<file path="src/rtl/nibble_alu_pkg.sv">
package nibble_alu_pkg;
  localparam int unsigned OPW = 8;

  typedef enum logic [2:0] {
    K_ADDI,
    K_CMPI,
    K_BITT,
    K_ADCS,
    K_ADC,
    K_TSTC,
    K_PASS,
    K_ILL
  } op_kind_e;
endpackage

</file>
<file path="src/rtl/nalu_decode.sv">
module nalu_decode
  import nibble_alu_pkg::*;
(
  input  logic [OPW-1:0] op_i,
  output op_kind_e       kind_o
);
  always_comb begin
    unique casez (op_i)
      8'b0000_????: kind_o = K_ADDI;
      8'b0001_????: kind_o = K_CMPI;
      8'b0110_01??: kind_o = K_BITT;
      8'h73:        kind_o = K_ADCS;
      8'h72:        kind_o = K_ADC;
      8'h54:        kind_o = K_TSTC;
      8'h4e, 8'h4f: kind_o = K_ILL;
      8'b0101_10??: kind_o = K_ILL;
      default:      kind_o = K_PASS;
    endcase
  end
endmodule

</file>
<file path="src/rtl/nalu_adder.sv">
module nalu_adder #(
  parameter int unsigned DW = 4
) (
  input  logic [DW-1:0] a_i,
  input  logic [DW-1:0] b_i,
  input  logic          cin_i,
  output logic [DW-1:0] sum_o,
  output logic          cout_o
);
  logic [DW:0] full;
  assign full   = {1'b0, a_i} + {1'b0, b_i} + {{DW{1'b0}}, cin_i};
  assign sum_o  = full[DW-1:0];
  assign cout_o = full[DW];
endmodule

</file>
<file path="src/rtl/nalu_test.sv">
module nalu_test
  import nibble_alu_pkg::*;
#(
  parameter int unsigned DW = 4,
  localparam int unsigned SW = (DW > 1) ? $clog2(DW) : 1
) (
  input  op_kind_e      kind_i,
  input  logic [DW-1:0] acc_i,
  input  logic [DW-1:0] imm_i,
  input  logic [SW-1:0] sel_i,
  input  logic          carry_i,
  output logic          hit_o
);
  always_comb begin
    unique case (kind_i)
      K_CMPI:  hit_o = (acc_i == imm_i);
      K_BITT:  hit_o = acc_i[sel_i];
      K_TSTC:  hit_o = carry_i;
      default: hit_o = 1'b0;
    endcase
  end
endmodule

</file>
<file path="src/rtl/nibble_alu_skip.sv">
module nibble_alu_skip
  import nibble_alu_pkg::*;
#(
  parameter int unsigned DW = 4
) (
  input  logic           clk_i,
  input  logic           rst_ni,
  input  logic           valid_i,
  input  logic           skip_i,
  input  logic [OPW-1:0] opcode_i,
  input  logic [DW-1:0]  acc_i,
  input  logic [DW-1:0]  ram_i,
  input  logic           carry_i,
  output logic           valid_o,
  output logic [DW-1:0]  acc_o,
  output logic           carry_o,
  output logic           skip_o,
  output logic           illegal_o,
  output logic           pass_o
);
  localparam int unsigned SW = (DW > 1) ? $clog2(DW) : 1;

  op_kind_e      kind;
  logic          use_ram;
  logic [DW-1:0] add_b;
  logic          add_cin;
  logic [DW-1:0] sum;
  logic          cout;
  logic          hit;

  logic [DW-1:0] acc_n;
  logic          carry_n, skip_n, ill_n, pass_n;

  nalu_decode u_dec (
    .op_i   (opcode_i),
    .kind_o (kind)
  );

  // one adder shared by immediate and register adds
  assign use_ram = (kind == K_ADC) || (kind == K_ADCS);
  assign add_b   = use_ram ? ram_i : opcode_i[DW-1:0];
  assign add_cin = use_ram & carry_i;

  nalu_adder #(.DW(DW)) u_add (
    .a_i    (acc_i),
    .b_i    (add_b),
    .cin_i  (add_cin),
    .sum_o  (sum),
    .cout_o (cout)
  );

  nalu_test #(.DW(DW)) u_tst (
    .kind_i  (kind),
    .acc_i   (acc_i),
    .imm_i   (opcode_i[DW-1:0]),
    .sel_i   (opcode_i[SW-1:0]),
    .carry_i (carry_i),
    .hit_o   (hit)
  );

  always_comb begin
    acc_n   = acc_i;
    carry_n = carry_i;
    skip_n  = 1'b0;
    ill_n   = 1'b0;
    pass_n  = 1'b0;
    if (!skip_i) begin
      unique case (kind)
        K_ADDI: begin
          acc_n  = sum;
          skip_n = cout;
        end
        K_ADCS: begin
          acc_n   = sum;
          carry_n = cout;
          skip_n  = cout;
        end
        K_ADC: begin
          acc_n   = sum;
          carry_n = cout;
        end
        K_CMPI, K_BITT, K_TSTC: skip_n = hit;
        K_ILL:   ill_n  = 1'b1;
        default: pass_n = 1'b1;
      endcase
    end
  end

  always_ff @(posedge clk_i or negedge rst_ni) begin
    if (!rst_ni) begin
      valid_o   <= 1'b0;
      acc_o     <= '0;
      carry_o   <= 1'b0;
      skip_o    <= 1'b0;
      illegal_o <= 1'b0;
      pass_o    <= 1'b0;
    end else begin
      valid_o <= valid_i;
      if (valid_i) begin
        acc_o     <= acc_n;
        carry_o   <= carry_n;
        skip_o    <= skip_n;
        illegal_o <= ill_n;
        pass_o    <= pass_n;
      end
    end
  end
endmodule

</file>
<file path="config.mk">
export PLATFORM = sky130hd
export DESIGN_NAME = nibble_alu_skip
export DESIGN_NICKNAME = d
export VERILOG_FILES = /design/src/rtl/nibble_alu_pkg.sv /design/src/rtl/nalu_decode.sv /design/src/rtl/nalu_adder.sv /design/src/rtl/nalu_test.sv /design/src/rtl/nibble_alu_skip.sv
export SDC_FILE = /design/constraint.sdc
export NUM_CORES = 1
export LEC_CHECK = 0
export ABC_AREA = 0
export BUFFER_PORTS_ARGS = -buffer_cell sky130_fd_sc_hd__buf_2
export CAP_MARGIN = 15
export CORE_MARGIN = 1.5
export CORE_UTILIZATION = 45
export CTS_CLUSTER_SIZE = 24
export DETAILED_ROUTE_END_ITERATION = 10
export GPL_ROUTABILITY_DRIVEN = 0
export GPL_TIMING_DRIVEN = 0
export PLACE_DENSITY = 0.71
export SLEW_MARGIN = 10
export SYNTH_ARGS = -nofsm -noshare
export SYNTH_HDL_FRONTEND = slang
export SYNTH_HIERARCHICAL = 1
export SYNTH_SLANG_ARGS = --single-unit
</file>
<file path="constraint.sdc">
create_clock -name clk_i -period 2.1 [get_ports clk_i]
set_input_delay 0.315 -clock clk_i [delete_from_list [all_inputs] [get_ports clk_i]]
set_output_delay 0.315 -clock clk_i [all_outputs]
set_load 0.005 [all_outputs]
</file>
# After elaboration in Yosys (flattened, before gate mapping)
# Cells that the tools add are included.
[op_classes]
n_addsub = 2
n_lt_le_gt_ge = 1
n_eq_ne = 15
muxes = 15
bitwise_logic = 1
reduce_logical = 9
[op_table]
columns = ["cell", "count"]
rows = [
  ["8-bit by 7-bit equality test with 1-bit output, second input constant", 5],
  ["3-bit one-hot mux with 7 select lines", 1],
  ["6-bit by 5-bit equality test with 1-bit output, second input constant", 2],
  ["4-bit 2-to-1 mux", 3],
  ["3-bit equality test, second input constant", 3],
  ["3-bit OR reduction", 3],
  ["1-bit 2-to-1 mux", 8],
  ["7-bit OR reduction", 1],
  ["3-bit by 2-bit equality test with 1-bit output, second input constant", 2],
  ["4-bit by 4-bit adder with 5-bit output", 1],
  ["5-bit by 1-bit adder with 5-bit output", 1],
  ["4-bit by 1-bit equality test with 1-bit output, second input constant", 1],
  ["4-bit equality test", 1],
  ["4-bit logical NOT", 1],
  ["2-bit OR reduction", 2],
  ["3-bit by 1-bit equality test with 1-bit output, second input constant", 1],
  ["3-bit logical NOT", 1],
  ["2-bit by 3-bit < comparator with 1-bit output, second input constant", 1],
  ["1-bit one-hot mux with 3 select lines", 1],
  ["1-bit binary-select mux with 2-bit select", 1],
  ["1-bit one-hot mux with 2 select lines", 1],
  ["1-bit AND", 1],
  ["1-bit logical OR", 1],
]
[word_totals]
ff_bits = 9
input_bits = 21
elab_cells = 49

# Logic depth before layout (Yosys ltp)
# Gate-level depths: netlist of run 1.
[depth]
word_depth = 10
depth_mapped = 18
depth_no_buf = 16

# Modules after synthesis
# Netlist of run 1, hierarchy kept.
[modules_own_cells]
columns = ["module", "n_inst", "cells_per_inst", "area_per_inst_um2"]
rows = [
  ["nibble_alu_skip", 1, 62, 594.3],
  ["nalu_decode", 1, 20, 156.4],
  ["nalu_adder", 1, 16, 143.9],
  ["nalu_test", 1, 11, 103.8],
]

# Worst setup path after synthesis of run 1
# Ideal clock, no wire load.
[synth_path]
path_kind = "input -> register"
from = "input port opcode_i[3]"
to = "register carry_o"
setup_time_ns = 0.132
arrival_ns = 3.362
setup_slack_ns = -1.393
path_stages = 17
path_buffers = 2
cell_sequence = "nor4bb_1 -> and4b_1 -> nor2b_1 -> o32ai_1 -> buf_6 -> and3b_1 -> buf_6 -> nor2_4 -> mux2_2 -> fa_1 -> inv_1 -> fa_1 -> nor2b_1 -> o21ai_0 -> nand2b_1 -> o2111ai_1 -> or3b_1"
[synth_via]
elab_chain_cells = 10
[synth_lines]
columns = ["item", "line", "source"]
rows = [
  ["from (decl)", "nibble_alu_skip.sv:10", "input logic [OPW-1:0] opcode_i,"],
  ["8-bit by 7-bit equality test with 1-bit output or 6-bit by 5-bit equality test with 1-bit output (tied branches)", "nalu_decode.sv:8", "unique casez (op_i)"],
  ["3-bit OR reduction (no source line)", "--", ""],
  ["3-bit one-hot mux with 7 select lines (*)", "nalu_decode.sv:8", ""],
  ["via kind[1]", "nibble_alu_skip.sv:23", "op_kind_e kind;"],
  ["3-bit equality test or 3-bit by 2-bit equality test with 1-bit output (tied branches)", "nibble_alu_skip.sv:40", "assign use_ram = (kind == K_ADC) || (kind == K_ADCS);"],
  ["1-bit logical OR (*)", "nibble_alu_skip.sv:40", ""],
  ["4-bit 2-to-1 mux (*)", "nibble_alu_skip.sv:41", "assign add_b = use_ram ? ram_i : opcode_i[DW-1:0];"],
  ["via add_b[0]", "nibble_alu_skip.sv:25", "logic [DW-1:0] add_b;"],
  ["4-bit by 4-bit adder with 5-bit output (*)", "nalu_adder.sv:11", "assign full = {1'b0, a_i} + {1'b0, b_i} + {{DW{1'b0}}, cin_i};"],
  ["5-bit by 1-bit adder with 5-bit output (*)", "nalu_adder.sv:11", ""],
  ["via cout", "nibble_alu_skip.sv:28", "logic cout;"],
  ["1-bit 2-to-1 mux (*)", "nibble_alu_skip.sv:68", "unique case (kind)"],
  ["1-bit 2-to-1 mux (*)", "nibble_alu_skip.sv:67", "if (!skip_i) begin"],
  ["to (signal assigned)", "nibble_alu_skip.sv:101", "carry_o <= carry_n;"],
  ["to (decl)", "nibble_alu_skip.sv:16", "output logic carry_o,"],
]
# The timed path passes the listed nets; every way through them passes the cells marked *.
# A chain may end at the register's enable or synchronous reset.

# Worst setup path in the final report of run 1
# Ends and elaborated chain as after synthesis.

==> run_summary.xml, run 1 <==
<?xml version="1.0" encoding="UTF-8"?>
<metrics>
  <group name="critical_path">
    <metric name="critical_path.endpoint_type" unit="">flip-flop</metric>
    <metric name="critical_path.reg2reg.startpoint" unit="">carry_o$_DFFE_PN0P_</metric>
    <metric name="critPathMaxFanout" unit="">4</metric>
    <metric name="critPathMostFrequentCell" unit="">sky130_fd_sc_hd__fa_2</metric>
    <metric name="timing.critical_path.required" unit="ns">2.25</metric>
    <metric name="timing.critical_path.cells" unit="">buf_12, nor4bb_4, and4b_1, nor2b_4, o32ai_4, buf_6, and3b_2, nor2_4, mux2_4, fa_2, inv_2, fa_2, nor2b_1, o21ai_1, nand2b_1, o2111ai_1, or3b_1</metric>
    <metric name="cp-endpoint" unit="">carry_o$_DFFE_PN0P_</metric>
    <metric name="crit_start" unit="">opcode_i[3]</metric>
    <metric name="critical_path_start_type" unit="">input pin</metric>
    <metric name="count_of_cells_along_the_worst_register_to_register_path" unit="">3</metric>
    <metric name="critical_path_buf_inv_count" unit="">3</metric>
    <metric name="crit-reg2reg-capture" unit="">carry_o$_DFFE_PN0P_</metric>
    <metric name="slowest_delay" unit="ns">0.38</metric>
    <metric name="timing.reg2reg.setup_slack" unit="ns">1.06</metric>
    <metric name="timing.critical_path.slowest_stage_cell" unit="">sky130_fd_sc_hd__or3b_1</metric>
    <metric name="path_class" unit="">input pin to flip-flop</metric>
    <metric name="worst_ep_arrival_time" unit="ns">3.53</metric>
    <metric name="critPathTopFamily" unit="">simple AND/OR/NAND/NOR gates</metric>
    <metric name="critical_path_cell_count" unit="">17</metric>
  </group>
  <group name="grt">
    <metric name="grt_pass1_wl" unit="um">4960</metric>
    <metric name="grt_util_all_layers" unit="%">26.3</metric>
    <metric name="grt_remaining_overflow" unit="">0</metric>
    <metric name="number_of_antenna_violations_at_the_first_check_in_global_routing" unit="">0</metric>
    <metric name="first_global_vias" unit="">1061</metric>
    <metric name="grt_start_max_net_pins" unit="">11</metric>
  </group>
  <group name="synthesis">
    <metric name="yosys.area_share.simple" unit="%">28.9</metric>
    <metric name="synth_cells" unit="">109</metric>
    <metric name="yosys_register_bits" unit="">9</metric>
    <metric name="synth-compound-area-share" unit="%">19.0</metric>
    <metric name="synthesis.nets" unit="">135</metric>
    <metric name="yosys.area_share.xor_xnor" unit="%">5.26</metric>
    <metric name="synth.avg_cell_area" unit="um2">9.16</metric>
    <metric name="synth_seq_area_share" unit="%">22.6</metric>
    <metric name="synth.distinct_cells" unit="">48</metric>
    <metric name="synth.mux.area_fraction" unit="%">9.27</metric>
    <metric name="synth-adder-area-share" unit="%">7.77</metric>
    <metric name="syn_area" unit="um2">998</metric>
    <metric name="ys_warn_count" unit="">6</metric>
    <metric name="main_combinational_cell_family_by_area_after_synthesis" unit="">simple AND/OR/NAND/NOR gates</metric>
  </group>
  <group name="placed_design">
    <metric name="placement.io_buffers" unit="">29</metric>
    <metric name="dpl_worst_slack" unit="ns">-1.69</metric>
    <metric name="instance_count_after_placement_with_tap_cells_included" unit="">165</metric>
    <metric name="placed_cell_area" unit="mm2">0.00121</metric>
    <metric name="place.detailed.hpwl" unit="um">1900</metric>
  </group>
  <group name="sta">
    <metric name="totalNegativeSetupSlack" unit="ns">-6.21</metric>
    <metric name="worstMarginPinSlew" unit="ns">0.570</metric>
    <metric name="fin_worst_hold_slack" unit="ns">0.160</metric>
    <metric name="timing_hold_violations_final" unit="">0</metric>
    <metric name="timing.final.setup_violations" unit="">6</metric>
    <metric name="rsz_0062_raised_after_global_routing" unit="">true</metric>
    <metric name="period_share" unit="%">161</metric>
    <metric name="skew" unit="ns">0</metric>
    <metric name="max_slew_margin" unit="%">61.7</metric>
    <metric name="fmaxAchievable" unit="MHz">296</metric>
    <metric name="report.final.slew_viol_count" unit="">0</metric>
    <metric name="finalWorstSetupSlack" unit="ns">-1.28</metric>
    <metric name="final_period_minus_worst_setup_slack" unit="ns">3.38</metric>
  </group>
  <group name="cts">
    <metric name="clock_insertion_delay_worst_skew" unit="ns">0.27</metric>
    <metric name="tritoncts_clock_tree" unit="">yes</metric>
    <metric name="cts.sink_count" unit="">9</metric>
    <metric name="clock_pin_slew_worst_setup_and_hold_paths" unit="ns">0.07</metric>
    <metric name="h-tree-depth" unit="">1</metric>
    <metric name="cts_buffer_depth" unit="">2</metric>
    <metric name="root_buffer" unit="">sky130_fd_sc_hd__clkbuf_4</metric>
    <metric name="cts-buffers-inserted" unit="">3</metric>
  </group>
  <group name="floorplanning">
    <metric name="start_util" unit="%">49.4</metric>
    <metric name="overall_die_area" unit="mm2">0.00251</metric>
    <metric name="core.rowCount" unit="">16</metric>
    <metric name="dieWidth" unit="um">50.1</metric>
    <metric name="pin_count" unit="">30</metric>
    <metric name="placeableCoreArea" unit="mm2">0.00202</metric>
    <metric name="die_extent_in_y" unit="um">50.1</metric>
  </group>
  <group name="outcome">
    <metric name="violated_checks" unit="">setup timing</metric>
    <metric name="outcome" unit="">finished, violations left</metric>
  </group>
  <group name="finish">
    <metric name="area_delta_synth_final" unit="%">54.3</metric>
    <metric name="final_design_area_no_fill" unit="mm2">0.00154</metric>
    <metric name="layout.cells.non_filler" unit="">187</metric>
    <metric name="post_route_cells_drive_above_1_share" unit="%">51.9</metric>
    <metric name="nNetsFinal" unit="">187</metric>
    <metric name="postLayoutCoreUtil" unit="%">76.2</metric>
    <metric name="antenna_cells" unit="">0</metric>
  </group>
  <group name="route">
    <metric name="final_antenna_net_count" unit="">0</metric>
    <metric name="route.detailed.wl_per_inst" unit="um">16.3</metric>
    <metric name="routed_via_density" unit="">5.66</metric>
    <metric name="drcViolationCount" unit="">0</metric>
    <metric name="drt_iter0_drc" unit="">38</metric>
    <metric name="detail_route.wirelength" unit="um">3050</metric>
    <metric name="drt-pass1-iter-count" unit="">4</metric>
    <metric name="route.vias.total" unit="">1058</metric>
  </group>
  <group name="power">
    <metric name="totalPowerFinal" unit="uW">625</metric>
    <metric name="vdd.ir_drop.worst" unit="mV">0.479</metric>
    <metric name="cellLeakagePower" unit="nW">0.700</metric>
    <metric name="pwr_density_cell" unit="mW/mm2">406</metric>
  </group>
  <group name="worst_hold_path">
    <metric name="timing.hold.worst.class" unit="">input pin to flip-flop</metric>
  </group>
  <group name="run">
    <metric name="max_cap_viol_count" unit="">0</metric>
  </group>
</metrics>
==> power breakdown <==
| group | total, mW | switching (mW) | internal (mW) |
|---|---|---|---|
| Sequential | 0.197 | 0.00798 | 0.189 |
| Combinational | 0.284 | 0.132 | 0.152 |
| Clock | 0.144 | 0.0707 | 0.0736 |
| Total | 0.625 | 0.211 | 0.414 |
==> state kept, by name, summed over array words and instances (netlist names) <==
name	cells
pass_o	1
carry_o	1
valid_o	1
acc_o	4
illegal_o	1
skip_o	1
==> kinds of logic (layout without fill, tap and decap cells) <==
kind of cell    after synthesis  count (layout)
mux                           7               7
xor+xnor                      6               6
buf+inv                      13              64
compound gates               26              26
flops                         9               9
fa+ha+maj                     5               5
simple gates                 43              43
==> worst register-to-register path: stages (launching register included) <==
cell                      delay [ns]
sky130_fd_sc_hd__dfrtp_1        0.39
sky130_fd_sc_hd__inv_1          0.06
sky130_fd_sc_hd__o21ai_0        0.07
sky130_fd_sc_hd__or3b_1         0.40
==> area by class of cell <==
type / instances / area, um2
multi-input combinational: 87 / 840
buffer: 4 / 30.0
clock buffer: 4 / 26.3
tap: 27 / 33.8
sequential: 9 / 225
timing repair buffer: 48 / 355
fill: 150 / 482
inverter: 8 / 30.0
==> timing repair <==
item                       CTS  global route
pin swaps                   16            11
resized for setup           22            14
hold endpoints to repair     9             0
setup endpoints to repair    6             6
setup buffers               15             3
hold buffers                 1             0
==> how the worst min path moves through the flow <==
stage | startpoint | endpoint | slack [ns] | cells after the start
5_1_grt | valid_i | valid_o$_DFF_PN0_ | 0.15 | 1
3_5_place_dp | rst_ni | illegal_o$_DFFE_PN0P_ | 0.18 | 1
6_report | valid_i | valid_o$_DFF_PN0_ | 0.16 | 1
3_3_place_gp | rst_ni | valid_o$_DFF_PN0_ | 0.17 | 1
4_1_cts | valid_i | valid_o$_DFF_PN0_ | 0.16 | 1
2_1_floorplan | rst_ni | acc_o[0]$_DFFE_PN0P_ | 0.02 | 0
==> metal layers <==
metal	vias to the layer above	GRT usage [%]	wire length, um	part of all wire, %
met1	502	31.1	1220	40
met2	43	45.8	1590	52
met5	-	0	0	0
li1	507	-	-	-
met3	6	6.36	196	6.4
met4	0	8.80	36	1.2
==> cells in the final DEF, fill, tap and decap left out, drive strengths merged, types with 3 or more instances in the layout <==
master and n:
nand2 4, xnor2 5, dfrtp 9, nand3 6
nor2b 4, a31oi 4, a21oi 3, clkbuf 7
and2b 3, inv 8, ha 3, nor2 7
buf 48, o21ai 5, mux2 5, o211ai 4
==> Yosys cell counts, drive strengths merged <==
master | number | area [um2]
a211oi | 1 | 12.5
a21boi | 1 | 7.51
a21o | 1 | 7.51
a21oi | 3 | 18.8
a221o | 1 | 10.0
a31o | 1 | 8.76
a31oi | 4 | 25.0
and2b | 3 | 25.0
and3b | 2 | 17.5
and4b | 2 | 20.0
buf | 3 | 33.8
clkbuf | 2 | 7.51
dfrtp | 9 | 225
fa | 2 | 40.0
ha | 3 | 37.5
inv | 8 | 30.0
mux2 | 5 | 56.3
mux2i | 1 | 10.0
mux4 | 1 | 26.3
nand2 | 4 | 15.0
nand2b | 2 | 12.5
nand3 | 6 | 30.0
nand3b | 2 | 15.0
nand4b | 1 | 8.76
nand4bb | 1 | 11.3
nor2 | 7 | 33.8
nor2b | 4 | 25.0
nor3 | 2 | 10.0
nor3b | 2 | 20.0
nor4b | 1 | 8.76
nor4bb | 1 | 10.0
o2111ai | 1 | 8.76
o211ai | 4 | 30.0
o21ai | 5 | 28.8
o22ai | 2 | 12.5
o311a | 1 | 11.3
o32ai | 1 | 8.76
or3 | 1 | 7.51
or3b | 1 | 8.76
or4b | 1 | 10.0
xnor2 | 5 | 43.8
xor2 | 1 | 8.76
(Power assumes the default switching activity.)
==> run 2, diff against run 1 <==
- REMOVE_ABC_BUFFERS: not set -> 1
==> run 2 against run 1 <==
The flow still finishes with violations (setup timing). Die area did not move. Non-clock buffer count decreased by 10. First-iteration DRC count shrank 63%. Combinational power decreased by 6%. Clock skew is the same. Design area fell by 5.1%. Clock power decreased by 5%. Clock-buffer cell count unchanged. Sequential share of layout area is 0.79 points higher. Critical path type unchanged. Largest power group unchanged.
==> run_summary.xml, run 2 (synthesis results as in run 1) <==
<?xml version="1.0" encoding="UTF-8"?>
<metrics>
  <group name="grt">
    <metric name="grt_pass1_wl" unit="um">4140</metric>
    <metric name="grt_remaining_overflow" unit="">0</metric>
    <metric name="grt_util_all_layers" unit="%">21.7</metric>
    <metric name="grt_start_max_net_pins" unit="">19</metric>
    <metric name="first_global_vias" unit="">920</metric>
    <metric name="number_of_antenna_violations_at_the_first_check_in_global_routing" unit="">0</metric>
  </group>
  <group name="finish">
    <metric name="postLayoutCoreUtil" unit="%">72.3</metric>
    <metric name="mostFrequentLayoutCells" unit="">sky130_fd_sc_hd__buf_2 (24), sky130_fd_sc_hd__buf_4 (11), sky130_fd_sc_hd__dfrtp_1 (9)</metric>
    <metric name="max_flop_register" unit="">acc_o</metric>
    <metric name="antenna_cells" unit="">0</metric>
    <metric name="area_delta_synth_final" unit="%">46.4</metric>
    <metric name="final.fill_count" unit="">170</metric>
    <metric name="number_of_flip_flops_under_the_largest_register_name" unit="">4</metric>
    <metric name="nNetsFinal" unit="">177</metric>
    <metric name="layout.cells.non_filler" unit="">177</metric>
    <metric name="post_route_cells_drive_above_1_share" unit="%">51.3</metric>
    <metric name="most_common_library_cell_in_the_layout_ignoring_fill_and_taps" unit="">sky130_fd_sc_hd__buf_2</metric>
  </group>
  <group name="placed_design">
    <metric name="instance_count_after_placement_with_tap_cells_included" unit="">160</metric>
    <metric name="placement.io_buffers" unit="">29</metric>
    <metric name="place.detailed.hpwl" unit="um">1740</metric>
  </group>
  <group name="run">
    <metric name="max_cap_viol_count" unit="">0</metric>
  </group>
  <group name="sta">
    <metric name="rsz_0062_raised_after_global_routing" unit="">true</metric>
    <metric name="timing_hold_violations_final" unit="">0</metric>
    <metric name="period_share" unit="%">161</metric>
    <metric name="timing.final.setup_violations" unit="">6</metric>
    <metric name="max_slew_margin" unit="%">51.8</metric>
    <metric name="skew" unit="ns">0</metric>
    <metric name="worstMarginPinSlew" unit="ns">0.717</metric>
    <metric name="final_period_minus_worst_setup_slack" unit="ns">3.37</metric>
    <metric name="report.final.slew_viol_count" unit="">0</metric>
    <metric name="fmaxAchievable" unit="MHz">297</metric>
    <metric name="finalWorstSetupSlack" unit="ns">-1.27</metric>
  </group>
  <group name="power">
    <metric name="vdd.ir_drop.worst" unit="mV">0.419</metric>
    <metric name="switching_part_of_the_total_power" unit="%">33.0</metric>
    <metric name="cellInternalPower" unit="uW">401</metric>
    <metric name="combPwrFrac" unit="%">44.5</metric>
    <metric name="pwr_density_cell" unit="mW/mm2">410</metric>
    <metric name="power.share.sequential" unit="%">32.6</metric>
    <metric name="p_switching" unit="uW">198</metric>
    <metric name="cellLeakagePower" unit="nW">0.651</metric>
    <metric name="power_frac_clock" unit="%">22.8</metric>
  </group>
  <group name="floorplanning">
    <metric name="die_extent_in_y" unit="um">50.1</metric>
    <metric name="overall_die_area" unit="mm2">0.00251</metric>
    <metric name="dieWidth" unit="um">50.1</metric>
    <metric name="placeableCoreArea" unit="mm2">0.00202</metric>
    <metric name="pin_count" unit="">30</metric>
    <metric name="start_util" unit="%">49.4</metric>
    <metric name="core.rowCount" unit="">16</metric>
  </group>
  <group name="cts">
    <metric name="cts-buffers-inserted" unit="">3</metric>
    <metric name="cts.sink_count" unit="">9</metric>
    <metric name="cts_buffer_depth" unit="">2</metric>
    <metric name="clock_insertion_delay_worst_skew" unit="ns">0.27</metric>
    <metric name="clock_pin_slew_worst_setup_and_hold_paths" unit="ns">0.06</metric>
    <metric name="root_buffer" unit="">sky130_fd_sc_hd__clkbuf_4</metric>
    <metric name="h-tree-depth" unit="">1</metric>
    <metric name="tritoncts_clock_tree" unit="">yes</metric>
  </group>
  <group name="critical_path">
    <metric name="path_class" unit="">input pin to flip-flop</metric>
    <metric name="worst_ep_arrival_time" unit="ns">3.51</metric>
    <metric name="slowest_delay" unit="ns">0.38</metric>
    <metric name="critPathMaxFanout" unit="">5</metric>
    <metric name="critPathMostFrequentCell" unit="">sky130_fd_sc_hd__fa_2</metric>
    <metric name="timing.critical_path.slowest_stage_cell" unit="">sky130_fd_sc_hd__or3b_1</metric>
    <metric name="critical_path_buf_inv_count" unit="">2</metric>
    <metric name="critical_path.endpoint_type" unit="">flip-flop</metric>
    <metric name="critPathTopFamily" unit="">simple AND/OR/NAND/NOR gates</metric>
    <metric name="timing.critical_path.required" unit="ns">2.24</metric>
    <metric name="timing.critical_path.cells" unit="">buf_12, nor4bb_4, and4b_1, nor2b_4, o32ai_4, and3b_2, nor2_4, mux2_4, fa_2, inv_2, fa_2, nor2b_1, o21ai_1, nand2b_1, o2111ai_1, or3b_1</metric>
    <metric name="critical_path_start_type" unit="">input pin</metric>
  </group>
  <group name="route">
    <metric name="drt_iter0_drc" unit="">14</metric>
    <metric name="detail_route.wirelength" unit="um">2750</metric>
    <metric name="drt-pass1-iter-count" unit="">4</metric>
    <metric name="routed_via_density" unit="">5.66</metric>
    <metric name="route.detailed.wl_per_inst" unit="um">15.6</metric>
    <metric name="final_antenna_net_count" unit="">0</metric>
    <metric name="drcViolationCount" unit="">0</metric>
    <metric name="route.vias.total" unit="">1002</metric>
  </group>
  <group name="outcome">
    <metric name="outcome" unit="">finished, violations left</metric>
    <metric name="violated_checks" unit="">setup timing</metric>
  </group>
  <group name="worst_hold_path">
    <metric name="timing.hold.worst.class" unit="">input pin to flip-flop</metric>
  </group>
</metrics>
==> run 2: power groups by stage <==
| stage | Clock [mW] | Combinational [mW] | Sequential, mW |
|---|---|---|---|
| floorplan | 0 | 0.111 | 0.201 |
| global placement | 0 | 0.184 | 0.198 |
| detailed placement | 0 | 0.190 | 0.199 |
| CTS | 0.141 | 0.224 | 0.195 |
| global route | 0.151 | 0.292 | 0.198 |
| finish | 0.137 | 0.267 | 0.195 |
==> run 2: layer usage <==
metal,part of all wire (%),vias to the layer above,GRT usage [%]
met5,0,-,0
met4,0.94,0,5.56
met3,3.6,5,5.45
met2,51,27,34.2
met1,45,484,29.3
li1,-,486,-
==> run 2: through the flow <==
stage / setup TNS (ns) / total power [mW] / setup slack [ns] / hold slack (ns) / instance area [um2]
finish: -6.01 / 0.599 / -1.27 / 0.330 / 1460
global route: -6.64 / 0.640 / -1.41 / 0.336 / 1460
CTS: -5.33 / 0.561 / -1.11 / 0.317 / 1330
detailed placement: -13.25 / 0.388 / -2.38 / 0.175 / 1140
global placement: -12.66 / 0.382 / -2.32 / 0.170 / 1140
floorplan: -8.64 / 0.312 / -1.72 / 0.0194 / 957
==> run 2: worst paths after layout <==
| path | to | from | slack, ns | cells past startpoint |
|---|---|---|---|---|
| min | valid_o$_DFF_PN0_ | valid_i | 0.33 | 1 |
| min reg2reg | pass_o$_DFFE_PN0P_ | pass_o$_DFFE_PN0P_ | 0.51 | 1 |
| max reg2reg | carry_o$_DFFE_PN0P_ | carry_o$_DFFE_PN0P_ | 1.06 | 3 |
| max in group asynchronous | acc_o[2]$_DFFE_PN0P_ | rst_ni | 1.48 | 2 |
| min in group asynchronous | carry_o$_DFFE_PN0P_ | rst_ni | 0.44 | 2 |
| max | carry_o$_DFFE_PN0P_ | opcode_i[3] | -1.27 | 16 |
==> run 2: layout make-up <==
type	count	area [um2]	area share [%]
Clock buffer	4	26.3	1.80
Tap cell	27	33.8	2.31
Inverter	8	30.0	2.05
Multi-Input combinational cell	87	857	58.6
Timing Repair Buffer	42	289	19.8
Sequential cell	9	225	15.4
==> run 2: what timing repair did <==
item,CTS,global route
gates resized for setup,26,18
hold endpoints to repair,9,0
pin swaps,13,16
endpoints found under the setup margin,8,6
hold buffers,1,0
buffers inserted,7,5
==> run 3, diff against run 2 <==
- clock period: 2.1 -> 4 ns (I/O delays scaled with it)
==> run 3 against run 2 <==
The run now ends clean. Sequential power down 47%. Flip-flop and latch count unchanged. Utilization down 11 points. Largest power group unchanged.
==> run_summary.xml, run 3 (synthesis results as in run 1) <==
<?xml version="1.0" encoding="UTF-8"?>
<metrics>
  <group name="outcome">
    <metric name="outcome" unit="">finished, final reports clean</metric>
  </group>
  <group name="critical_path">
    <metric name="worst_ep_arrival_time" unit="ns">3.90</metric>
    <metric name="critical_path.endpoint_type" unit="">flip-flop</metric>
    <metric name="timing.critical_path.slowest_stage_cell" unit="">sky130_fd_sc_hd__a21oi_1</metric>
    <metric name="critPathMostFrequentCell" unit="">sky130_fd_sc_hd__fa_1</metric>
    <metric name="timing.critical_path.required" unit="ns">4.15</metric>
    <metric name="critPathTopFamily" unit="">simple AND/OR/NAND/NOR gates</metric>
    <metric name="path_class" unit="">input pin to flip-flop</metric>
    <metric name="critPathMaxFanout" unit="">9</metric>
    <metric name="slowest_delay" unit="ns">0.47</metric>
    <metric name="critical_path_buf_inv_count" unit="">2</metric>
    <metric name="timing.critical_path.cells" unit="">buf_2, and2b_1, a31o_1, a21oi_1, nor3b_2, nor2_4, mux2_2, fa_1, inv_1, fa_1, nor2b_1, o21ai_1, nand2b_1, o2111ai_1, or3b_1</metric>
    <metric name="critical_path_start_type" unit="">input pin</metric>
  </group>
  <group name="grt">
    <metric name="number_of_antenna_violations_at_the_first_check_in_global_routing" unit="">0</metric>
    <metric name="grt_util_all_layers" unit="%">19.6</metric>
    <metric name="use_met1" unit="%">27.0</metric>
    <metric name="busiest_layer" unit="">met2</metric>
    <metric name="grt_remaining_overflow" unit="">0</metric>
    <metric name="use_met2" unit="%">29.8</metric>
    <metric name="grt_start_max_net_pins" unit="">19</metric>
    <metric name="first_global_vias" unit="">840</metric>
    <metric name="gr-usage-met3" unit="%">5.45</metric>
    <metric name="grt_pass1_wl" unit="um">3740</metric>
  </group>
  <group name="cts">
    <metric name="cts.sink_count" unit="">9</metric>
    <metric name="cts_buffer_depth" unit="">2</metric>
    <metric name="h-tree-depth" unit="">1</metric>
    <metric name="cts_hold_buffers" unit="">0</metric>
    <metric name="root_buffer" unit="">sky130_fd_sc_hd__clkbuf_4</metric>
    <metric name="clock_pin_slew_worst_setup_and_hold_paths" unit="ns">0.06</metric>
    <metric name="clock_insertion_delay_worst_skew" unit="ns">0.26</metric>
    <metric name="cts-buffers-inserted" unit="">3</metric>
    <metric name="tritoncts_clock_tree" unit="">yes</metric>
  </group>
  <group name="placed_design">
    <metric name="placed_cell_area" unit="mm2">0.00114</metric>
    <metric name="place.detailed.hpwl" unit="um">1740</metric>
    <metric name="placement.io_buffers" unit="">29</metric>
  </group>
  <group name="finish">
    <metric name="post_route_cells_drive_above_1_share" unit="%">39.3</metric>
    <metric name="antenna_cells" unit="">0</metric>
    <metric name="multi_input_area" unit="um2">759</metric>
    <metric name="most_common_library_cell_in_the_layout_ignoring_fill_and_taps" unit="">sky130_fd_sc_hd__buf_2</metric>
    <metric name="final-seq-area" unit="um2">225</metric>
    <metric name="mostFrequentLayoutCells" unit="">sky130_fd_sc_hd__buf_2 (29), sky130_fd_sc_hd__dfrtp_1 (9), sky130_fd_sc_hd__inv_1 (8)</metric>
    <metric name="final.fill_count" unit="">193</metric>
    <metric name="number_of_flip_flops_under_the_largest_register_name" unit="">4</metric>
    <metric name="max_flop_register" unit="">acc_o</metric>
    <metric name="nNetsFinal" unit="">167</metric>
    <metric name="final_design_area_no_fill" unit="mm2">0.00124</metric>
    <metric name="area_delta_synth_final" unit="%">24.4</metric>
  </group>
  <group name="sta">
    <metric name="skew" unit="ns">0</metric>
    <metric name="max_slew_margin" unit="%">63.0</metric>
    <metric name="fmaxAchievable" unit="MHz">267</metric>
    <metric name="worstMarginPinSlew" unit="ns">0.555</metric>
    <metric name="final_period_minus_worst_setup_slack" unit="ns">3.75</metric>
    <metric name="fin_worst_hold_slack" unit="ns">0.171</metric>
    <metric name="timing_hold_violations_final" unit="">0</metric>
    <metric name="report.final.slew_viol_count" unit="">0</metric>
    <metric name="period_share" unit="%">93.8</metric>
    <metric name="rsz_0062_raised_after_global_routing" unit="">false</metric>
    <metric name="timing.final.setup_violations" unit="">0</metric>
  </group>
  <group name="route">
    <metric name="route.detailed.wl_per_inst" unit="um">13.5</metric>
    <metric name="detail_route.wirelength" unit="um">2260</metric>
    <metric name="drt-pass1-iter-count" unit="">4</metric>
    <metric name="drcViolationCount" unit="">0</metric>
    <metric name="final_antenna_net_count" unit="">0</metric>
    <metric name="routed_via_density" unit="">5.55</metric>
    <metric name="route.vias.total" unit="">927</metric>
    <metric name="drt_iter0_drc" unit="">10</metric>
  </group>
  <group name="power">
    <metric name="totalPowerFinal" unit="uW">281</metric>
    <metric name="cellLeakagePower" unit="nW">0.559</metric>
    <metric name="pwr_density_cell" unit="mW/mm2">226</metric>
    <metric name="vdd.ir_drop.worst" unit="mV">0.209</metric>
  </group>
  <group name="run">
    <metric name="max_cap_viol_count" unit="">0</metric>
  </group>
  <group name="floorplanning">
    <metric name="die_extent_in_y" unit="um">50.1</metric>
    <metric name="dieWidth" unit="um">50.1</metric>
    <metric name="start_util" unit="%">49.4</metric>
    <metric name="overall_die_area" unit="mm2">0.00251</metric>
    <metric name="core.rowCount" unit="">16</metric>
    <metric name="placeableCoreArea" unit="mm2">0.00202</metric>
    <metric name="pin_count" unit="">30</metric>
  </group>
  <group name="worst_hold_path">
    <metric name="timing.hold.worst.class" unit="">input pin to async pin</metric>
  </group>
</metrics>
==> run 3: power by group <==
part / switching [mW] / internal, mW
sequential: 0.00350 / 0.0991
clock: 0.0330 / 0.0385
combinational: 0.0554 / 0.0511
total: 0.0919 / 0.189
==> run 3: routing by layer <==
metal / wire [um] / vias to the layer above / part of all wire (%)
li1: - / 465 / -
met1: 1120 / 437 / 49
met2: 1030 / 21 / 46
met3: 90 / 4 / 4.0
met4: 24 / 0 / 1.1
met5: 0 / - / 0
==> run 3: layout make-up <==
class                   count  area share, %
repair buffers             32           13.5
inverters                   8           2.42
flip-flops and latches      9           18.1
multi-input cells          87           61.1
clock buffers               4           2.11
well taps                  27           2.72
==> run 3: through the flow <==
step	util, %	instances	TNS (ns)	setup WS [ns]
finish	61.4	167	0	0.250
global route	61.4	167	0	0.0166
CTS	58.8	164	0	0.0259
global placement	56.2	160	-2.43	-0.704
detailed placement	56.2	160	-2.84	-0.770
floorplan	-	104	-0.166	-0.103
==> run 3: final timing paths <==
| check | endpoint | slack (ns) | from | cells past startpoint |
|---|---|---|---|---|
| max | carry_o$_DFFE_PN0P_ | 0.25 | opcode_i[2] | 15 |
| min in group clk_i | pass_o$_DFFE_PN0P_ | 0.51 | pass_o$_DFFE_PN0P_ | 1 |
| min reg2reg | pass_o$_DFFE_PN0P_ | 0.51 | pass_o$_DFFE_PN0P_ | 1 |
| min | carry_o$_DFFE_PN0P_ | 0.17 | rst_ni | 1 |
| max in group asynchronous | acc_o[3]$_DFFE_PN0P_ | 3.65 | rst_ni | 1 |
| max reg2reg | carry_o$_DFFE_PN0P_ | 3.02 | carry_o$_DFFE_PN0P_ | 3 |
==> run 3: repair_timing <==
action	CTS	global route
gates resized for setup	5	7
pin swaps	0	4
endpoints found under the setup margin	5	2
buffers inserted	0	3
